**config.mk**
```make
export PLATFORM = sky130hd
export DESIGN_NAME = rbus_arbiter
export DESIGN_NICKNAME = d
export VERILOG_FILES = /design/src/rtl/rbus_pkg.sv /design/src/rtl/rbus_wait_ctr.sv /design/src/rtl/rbus_tgt_dec.sv /design/src/rtl/rbus_arbiter.sv
export SDC_FILE = /design/constraint.sdc
export NUM_CORES = 1
export LEC_CHECK = 0
export BUFFER_PORTS_ARGS = -buffer_cell sky130_fd_sc_hd__buf_2
export CAP_MARGIN = 5
export CORE_MARGIN = 5
export CORE_UTILIZATION = 48
export DETAILED_ROUTE_END_ITERATION = 10
export GPL_TIMING_DRIVEN = 0
export PLACE_DENSITY = 0.76
export SLEW_MARGIN = 10
export SYNTH_ARGS = -nofsm -noshare
export SYNTH_HDL_FRONTEND = slang
export SYNTH_SLANG_ARGS = --single-unit
export TNS_END_PERCENT = 1
```
**constraint.sdc**
```tcl
create_clock -name clk -period 1.9 [get_ports clk]
set_clock_uncertainty 0.15 [all_clocks]
set_input_delay 0.475 -clock clk [delete_from_list [all_inputs] [get_ports clk]]
set_output_delay 0.475 -clock clk [all_outputs]
set_load 0.02 [all_outputs]
```
**src/rtl/rbus_pkg.sv**
```systemverilog
package rbus_pkg;
  typedef enum logic [2:0] {
    ST_IDLE, ST_SETUP, ST_ACCESS, ST_TERM, ST_FINAL
  } rb_state_e;

  typedef enum logic [2:0] {
    TG_CTL, TG_PCL, TG_PCH, TG_DMEM, TG_IMEM
  } rb_tgt_e;
endpackage

```
**src/rtl/rbus_wait_ctr.sv**
```systemverilog
module rbus_wait_ctr #(
  parameter int W = 3
) (
  input  logic         clk,
  input  logic         rst,
  input  logic         load,
  input  logic [W-1:0] init,
  input  logic         dec,
  output logic         zero
);
  logic [W-1:0] cnt;

  always_ff @(posedge clk) begin
    if (rst)                  cnt <= '0;
    else if (load)            cnt <= init;
    else if (dec && cnt != 0) cnt <= cnt - W'(1);
  end

  assign zero = (cnt == '0);

  // each wait cycle removes exactly one count
  assert_ctr_step_R7: assert property (@(posedge clk) disable iff (rst)
    (!load && dec && !zero) |=> (cnt == $past(cnt) - W'(1)));
  // a loaded value is visible on the next cycle
  assert_ctr_load_R7: assert property (@(posedge clk) disable iff (rst)
    load |=> (cnt == $past(init)));
endmodule

```
**src/rtl/rbus_tgt_dec.sv**
```systemverilog
module rbus_tgt_dec
  import rbus_pkg::*;
(
  input  logic       cmd,
  input  logic [1:0] msel,
  output rb_tgt_e    tgt
);
  always_comb begin
    if (cmd) tgt = TG_CTL;
    else begin
      case (msel)
        2'b00:   tgt = TG_DMEM;
        2'b01:   tgt = TG_IMEM;
        2'b10:   tgt = TG_PCL;
        default: tgt = TG_PCH;
      endcase
    end
  end
endmodule

```
**src/rtl/rbus_arbiter.sv**
```systemverilog
module rbus_arbiter
  import rbus_pkg::*;
#(
  parameter int IW_W = 2,
  parameter int DW_W = 3
) (
  input  logic            clk,
  input  logic            rst,
  input  logic            rem_en,
  input  logic            rem_wr,
  input  logic            ext_wait,
  input  logic            cmd,
  input  logic [1:0]      msel,
  input  logic            lockout,
  input  logic [IW_W-1:0] iwait_cfg,
  input  logic [DW_W-1:0] dwait_cfg,
  input  logic            loc_req,
  output logic            loc_gnt,
  output logic            tcu_hold,
  output logic            ack_n,
  output logic            bus_hiz,
  output logic            ctl_wr,
  output logic            pcl_wr,
  output logic            pch_wr,
  output logic            dmem_wr,
  output logic            ilat_ld,
  output logic            imem_wr,
  output logic            pc_inc
);
  rb_state_e state, nxt;
  rb_tgt_e   tgt_dec, tgt_q;
  logic      hib;
  logic      req, idle, access_done;
  logic      i_zero, d_zero, ctr_load;

  assign req  = rem_en & rem_wr;
  assign idle = (state == ST_IDLE);

  rbus_tgt_dec u_dec (.cmd(cmd), .msel(msel), .tgt(tgt_dec));

  assign ctr_load = (state == ST_SETUP);

  rbus_wait_ctr #(.W(IW_W)) u_ictr (
    .clk(clk), .rst(rst), .load(ctr_load), .init(iwait_cfg),
    .dec(state == ST_ACCESS && tgt_q == TG_IMEM), .zero(i_zero));

  rbus_wait_ctr #(.W(DW_W)) u_dctr (
    .clk(clk), .rst(rst), .load(ctr_load), .init(dwait_cfg),
    .dec(state == ST_ACCESS && tgt_q == TG_DMEM), .zero(d_zero));

  always_comb begin
    case (tgt_q)
      TG_DMEM: access_done = d_zero;
      TG_IMEM: access_done = i_zero;
      default: access_done = 1'b1;
    endcase
  end

  always_comb begin
    nxt = state;
    case (state)
      ST_IDLE:   if (req && !loc_req && !lockout) nxt = ST_SETUP;
      ST_SETUP:  nxt = ST_ACCESS;
      ST_ACCESS: if (access_done) nxt = ST_TERM;
      ST_TERM:   if (!req && ext_wait) nxt = ST_FINAL;
      ST_FINAL:  nxt = ST_IDLE;
      default:   nxt = ST_IDLE;
    endcase
  end

  always_ff @(posedge clk) begin
    if (rst) begin
      state <= ST_IDLE;
      tgt_q <= TG_CTL;
      hib   <= 1'b0;
    end else begin
      state <= nxt;
      if (state == ST_SETUP) tgt_q <= tgt_dec;
      if (state == ST_FINAL && tgt_q == TG_IMEM) hib <= ~hib;
    end
  end

  // bus ownership and handshake
  assign loc_gnt  = idle & loc_req & ~rst;
  assign tcu_hold = ~idle & loc_req;
  assign bus_hiz  = ~idle;
  always_comb begin
    case (state)
      ST_IDLE:             ack_n = ~(req & ~rst);
      ST_SETUP, ST_ACCESS: ack_n = 1'b0;
      default:             ack_n = 1'b1;
    endcase
  end

  // target write strobes
  logic in_acc;
  assign in_acc  = (state == ST_ACCESS);
  assign ctl_wr  = in_acc && tgt_q == TG_CTL;
  assign pcl_wr  = in_acc && tgt_q == TG_PCL;
  assign pch_wr  = in_acc && tgt_q == TG_PCH;
  assign dmem_wr = in_acc && tgt_q == TG_DMEM;
  assign ilat_ld = in_acc && tgt_q == TG_IMEM && !hib;
  assign imem_wr = in_acc && tgt_q == TG_IMEM && hib;
  assign pc_inc  = (state == ST_FINAL) && tgt_q == TG_IMEM && hib;

  // ---------------- assertions ----------------
  assert_no_busy_grant_R2: assert property (@(posedge clk) disable iff (rst)
    !idle |-> !loc_gnt);
  assert_lockout_hold_R4: assert property (@(posedge clk) disable iff (rst)
    (idle && lockout) |=> idle);
  assert_local_first_R4: assert property (@(posedge clk) disable iff (rst)
    (idle && loc_req) |=> idle);
  assert_setup_single_R5: assert property (@(posedge clk) disable iff (rst)
    (state == ST_SETUP) |=> (state == ST_ACCESS));
  assert_ack_wait_R3: assert property (@(posedge clk) disable iff (rst)
    (state == ST_SETUP || state == ST_ACCESS) |-> !ack_n);
  assert_one_strobe_R6: assert property (@(posedge clk) disable iff (rst)
    $onehot0({ctl_wr, pcl_wr, pch_wr, dmem_wr, ilat_ld, imem_wr}));
  assert_hib_flip_R8: assert property (@(posedge clk) disable iff (rst)
    (state == ST_FINAL && tgt_q == TG_IMEM) |=> (hib != $past(hib)));
  assert_term_ack_R9: assert property (@(posedge clk) disable iff (rst)
    (state == ST_TERM) |-> (ack_n && bus_hiz));
  assert_term_hold_R9: assert property (@(posedge clk) disable iff (rst)
    (state == ST_TERM && req) |=> (state == ST_TERM));
  assert_final_once_R10: assert property (@(posedge clk) disable iff (rst)
    (state == ST_FINAL) |=> idle);
endmodule

```
Yosys cells after proc, flatten, opt, wreduce, memory -nomap -nowiden
Cells that the tools add are included.
Storage, ports and cells
  flip-flop bits (word level): 12
  input port bits: 15
  output and inout port bits: 11
Cells by class
  $add $sub $neg: 2
  equality and inequality tests: 13
  muxes and demuxes: 12
  bitwise logic cells: 9
  reduce and logical (&&, ||, !) cells: 29
Operators with widths (number)
  two-way mux 3 bit: 6
  logical AND 1 bit: 14
  equality test 3 x 2 -> 1 bit (second input constant): 4
  one-hot mux 3 bit (4 select lines): 1
  zero test 3 bit: 3
  one-hot mux 3 bit (3 select lines): 1
  equality test 3 x 1 -> 1 bit (second input constant): 2
  equality test 3 bit (second input constant): 2
  nonzero test 2 bit: 3
  AND 1 bit: 5
  zero test 1 bit: 4
  zero test 2 bit: 2
  two-way mux 2 bit: 2
  inequality test 2 bit (second input constant): 2
  NOT 1 bit: 4
  one-hot mux 1 bit (2 select lines): 2
  AND reduction 3 bit: 1
  nonzero test 3 bit: 1
  subtractor 3 x 1 -> 3 bit (second input constant): 1
  equality test 2 x 1 -> 1 bit (second input constant): 1
  equality test 2 bit (second input constant): 1
  inequality test 2 x 1 -> 1 bit (second input constant): 1
  OR reduction 2 bit: 1
  subtractor 2 x 1 -> 2 bit (second input constant): 1

Logic depth before layout (Yosys ltp)
  depth in word-level cells: 5
  mapped depth: 6

Hierarchy
From an unflattened synthesis, not the netlist that was laid out.
Unflattened totals
  cell total of the unflattened synthesis: 96
  area total of the unflattened synthesis: 774.5 µm²
By module, submodules not included
  rbus_arbiter: times used 1, cells each 56, area an instance 432.9 µm², sequential area each 140.1 µm²
  rbus_wait_ctr at u_dctr: times used 1, cells each 21, area an instance 182.7 µm², sequential area each 60.1 µm²
  rbus_wait_ctr at u_ictr: times used 1, cells each 14, area an instance 126.4 µm², sequential area each 40.0 µm²
  rbus_tgt_dec: times used 1, cells each 5, area an instance 32.5 µm², sequential area each 0.0 µm²

Least setup slack after synthesis
OpenSTA, ideal clock, no wires.
  kind: reg-to-output
  from: register state[0]
  to: output port loc_gnt
  data arrival time: 1.525 ns
  slack: -0.250 ns
  cell stages (with the launch flop): 4
  path through: dfxtp_1 buf_2 or3_1 nor3b_1
Between the ends
  cells in the longest elaborated chain, start to end: 3
Ends and longest elaborated chain
  start: declaration: line rbus_arbiter.sv:30  | rb_state_e state, nxt;
  start signal: assignment: line rbus_arbiter.sv:77  | state <= nxt;
  zero test 3 bit: line rbus_arbiter.sv:37  | assign idle = (state == ST_IDLE);
  AND 1 bit (2 in a row): line rbus_arbiter.sv:84  | assign loc_gnt = idle & loc_req & ~rst;
  end: declaration: line rbus_arbiter.sv:18  | output logic loc_gnt,
No other way between the ends.

Worst setup path after layout
  from: register tgt_q[0]
  to: output port ilat_ld
Between the ends
  cells in the longest elaborated chain, start to end: 3
Ends and longest elaborated chain
  start: declaration: line rbus_arbiter.sv:31  | rb_tgt_e tgt_dec, tgt_q;
  start signal: assignment: line rbus_arbiter.sv:78  | if (state == ST_SETUP) tgt_q <= tgt_dec;
  equality test 3 bit: line rbus_arbiter.sv:102  | assign ilat_ld = in_acc && tgt_q == TG_IMEM && !hib;
  logical AND 1 bit (2 in a row): line rbus_arbiter.sv:102
  end: declaration: line rbus_arbiter.sv:26  | output logic ilat_ld,
No other way between the ends.

==> run_results.csv <==
group,metric,value,unit
sta,maxSlewViolCount,0,
synth,synthTopCellsByArea,"dfxtp_1 30%, ha_1 9.5%, nor2_1 7.1%",
synth,synth_top_area_cell,"dfxtp_1",
global_routing,overflow,0,
sta,fin_crit,2.091,ns
synth,ys_warn_count,0,
run_status,violations,"setup timing",
detailed_routing,wl_per_cell,13.74,um
power,powerDensity,531.6,nW/um2
global_routing,grt.busiest_layer,"met2",
synth,synth_top_cell_area_share,30.43,%
critical_path,crit_buf_inv,1,
cells_and_area,fill_cells,117,
sta,fin_crit_sh,110.1,%
run,maxCapViolations,0,
placed_design,placedCellCount,142,
synth,synth_seq_cells,12,
cells_and_area,nNetsFinal,162,
cells_and_area,diodes,0,
detailed_routing,remaining_drc_errors,0,
global_routing,grt_max_degree,11,
detailed_routing,wirelength,2144,um
sta,worst_slew_pin_slew,0.6132,ns
cells_and_area,final_cells,156,
synth,ys_seq_area_share,30.43,%
global_routing,grtUsageMet2,25.21,%
sta,timing.fmax,478.2,MHz
global_routing,met1_usage,19.50,%
hold_path,hp-start,"ext_wait",
detailed_routing,vias,868,
power,ir_worst_vdd,0.4226,mV
die,row_count,14,
placed_design,dp_hpwl,1362,um
global_routing,antenna_found_initial,0,
critical_path,worst_setup_path_start_kind,"register",
critical_path,max_stage_delay,0.38,ns
critical_path,crit_path_end_kind,"output port",
critical_path,crit_type,"reg2out",
synth,synthesis.nets,122,
global_routing,grt_util_met3,2.959,%
placed_design,pre_cts_ws,-0.04728,ns
die,die_y,50.56,um
synth,postSynthCellCount,101,
detailed_routing,vias_per_cell,5.564,
power,power,0.5947,mW
synth,synth.avg_cell_area,7.817,um2
clocking,cts_tree,"built",
cells_and_area,final_common_cell,"buf_2",
critical_path,cp.required,1.27,ns
sta,finalSetupTns,-1.399,ns
cells_and_area,fin_area,1119,um2
placed_design,place_area,950.9,um2
detailed_routing,ant_nets,0,
synth,netlist_area,789.5,um2
die,die_area,2556,um2
critical_path,slowest_stage,"dfxtp_1",
run_status,status,"complete, but fails checks",
cells_and_area,layout_common_cells,"19 x buf_2, 15 x buf_4, 14 x nor2_1",
clocking,root_buffer,"clkbuf_4",
critical_path,critPathTopFamily,"simple AND/OR/NAND/NOR gates",
global_routing,grt_pass1_vias,751,
clocking,cts_buffers,3,
cells_and_area,areaGrowthSynthToFinish,41.68,%
power,power.leakage,0.4935,nW
placed_design,numPortBuffers,25,
sta,finalHoldViolations,0,
sta,finalSetupViolations,11,
die,fp.coreArea,1541,um2
clocking,postCtsHoldBufs,0,
sta,setup_ws,-0.1912,ns
synth,yosysUniqueCellTypes,32,
clocking,cts_max_level,1,
sta,rsz0062_at_grt,"yes",
die,pin_count,26,
sta,max-slew-margin-rel,59.12,%
detailed_routing,first_pass_iters,4,
cells_and_area,drive_gt1_share,39.29,%
die,initial_core_util,51.22,%
critical_path,crit_chain,"nor2_1 -> nand4_1 -> nor2_1 -> buf_4",
die,die_w,50.56,um
hold_path,hp-class,"in2reg",
critical_path,crit_start,"tgt_q[0]$_SDFFE_PP0P_",
critical_path,worstReg2RegStart,"state[2]$_SDFFE_PP0P_",
clocking,worst_skew_pair.late_latency,0.28,ns
global_routing,grt_usage,15.75,%
clocking,clock_path_buffers,2,
global_routing,grt_pass1_wl,3132,um
detailed_routing,dr.first_iter.drc_count,19,
critical_path,crit_fanout,7,
placed_design,gp_congestion,0.7718,
critical_path,worst_path_most_repeated_cell,"nor2_1",
critical_path,worstPathArrival,1.47,ns
clocking,clk_pin_slew_worst_paths,0.08,ns
clocking,cts_sinks,12,
cells by family (layout without fill, tap and decap cells):
family | count (synthesis) | after routing | synth area share (%)
buf+inv | 12 | 51 | 7.131
flops | 12 | 12 | 30.43
fa+ha+maj | 6 | 6 | 9.508
simple gates | 49 | 49 | 33.92
xor+xnor | 4 | 4 | 4.438
compound gates | 18 | 18 | 14.58
cells in the mapped netlist, drive strengths merged:
master  number
nor2        15
dfxtp       12
nand2       10
inv          7
a21oi        6
ha           6
and2         5
buf          5
o21ai        4
a211oi       3
nand4        3
or3          3
xnor2        3
a31oi        2
and3         2
nand2b       2
nand3        2
nor3         2
nor4b        2
a311o        1
and3b        1
nand3b       1
nor3b        1
o221ai       1
o22ai        1
xor2         1
registers in the layout (all words and copies together) (netlist names):
| signal | flops |
|---|---|
| hib | 1 |
| tgt_q | 3 |
| state | 3 |
| u_dctr.cnt | 3 |
| u_ictr.cnt | 2 |
worst reg2reg max path, cell delays in order, from the launching register on:
cell and delay (ns):
dfxtp_4 0.39, nor4b_4 0.37, buf_4 0.17, buf_4 0.10, a31oi_1 0.06, a311o_1 0.32
a21oi_1 0.13
area by class of cell:
class,count,area (um2),share of cell area (%)
tap,16,20.02,1.790
timing repair buffer,36,236.5,21.14
inverter,7,26.28,2.349
sequential,12,247.7,22.15
multi-input combinational,77,520.5,46.53
clock buffer,4,36.28,3.244
buffer,4,31.28,2.796
stage by stage:
stage	util [%]	hold WS, ns
after floorplan	-	0.3316
after global placement	61.69	0.3647
after detailed placement	61.69	0.3703
after CTS	67.37	0.2638
after global routing	72.56	0.2628
final	72.56	0.2600
power breakdown:
| part | switching [mW] | internal (mW) | total [mW] | leakage [nW] |
|---|---|---|---|---|
| logic | 0.0619 | 0.0583 | 0.120 | 0.373 |
| registers | 0.00516 | 0.257 | 0.262 | 0.0993 |
| clock network | 0.0957 | 0.117 | 0.212 | 0.0210 |
what timing repair did:
| action | CTS | global route |
|---|---|---|
| buffers inserted | 3 | 8 |
| gates cloned | 0 | 0 |
| resized for setup | 11 | 12 |
| hold endpoints to repair | 0 | 0 |
| pin swaps | 5 | 8 |
| setup endpoints to repair | 10 | 11 |
path summary, 6_finish.rpt:
path	end	slack, ns	cells past startpoint
max	ilat_ld	-0.19	4
min reg2reg	tgt_q[2]$_SDFFE_PP0P_	0.36	2
max reg2reg	u_dctr.cnt[1]$_SDFFE_PP0P_	0.13	6
min	state[2]$_SDFFE_PP0P_	0.26	3
metal layers:
metal,share of wire (%),vias up
met3,7.5,6
li1,-,427
met4,2.3,0
met1,41,389
met2,49,46
met5,0,-
Note: power is estimated with default switching activity, not from simulation.
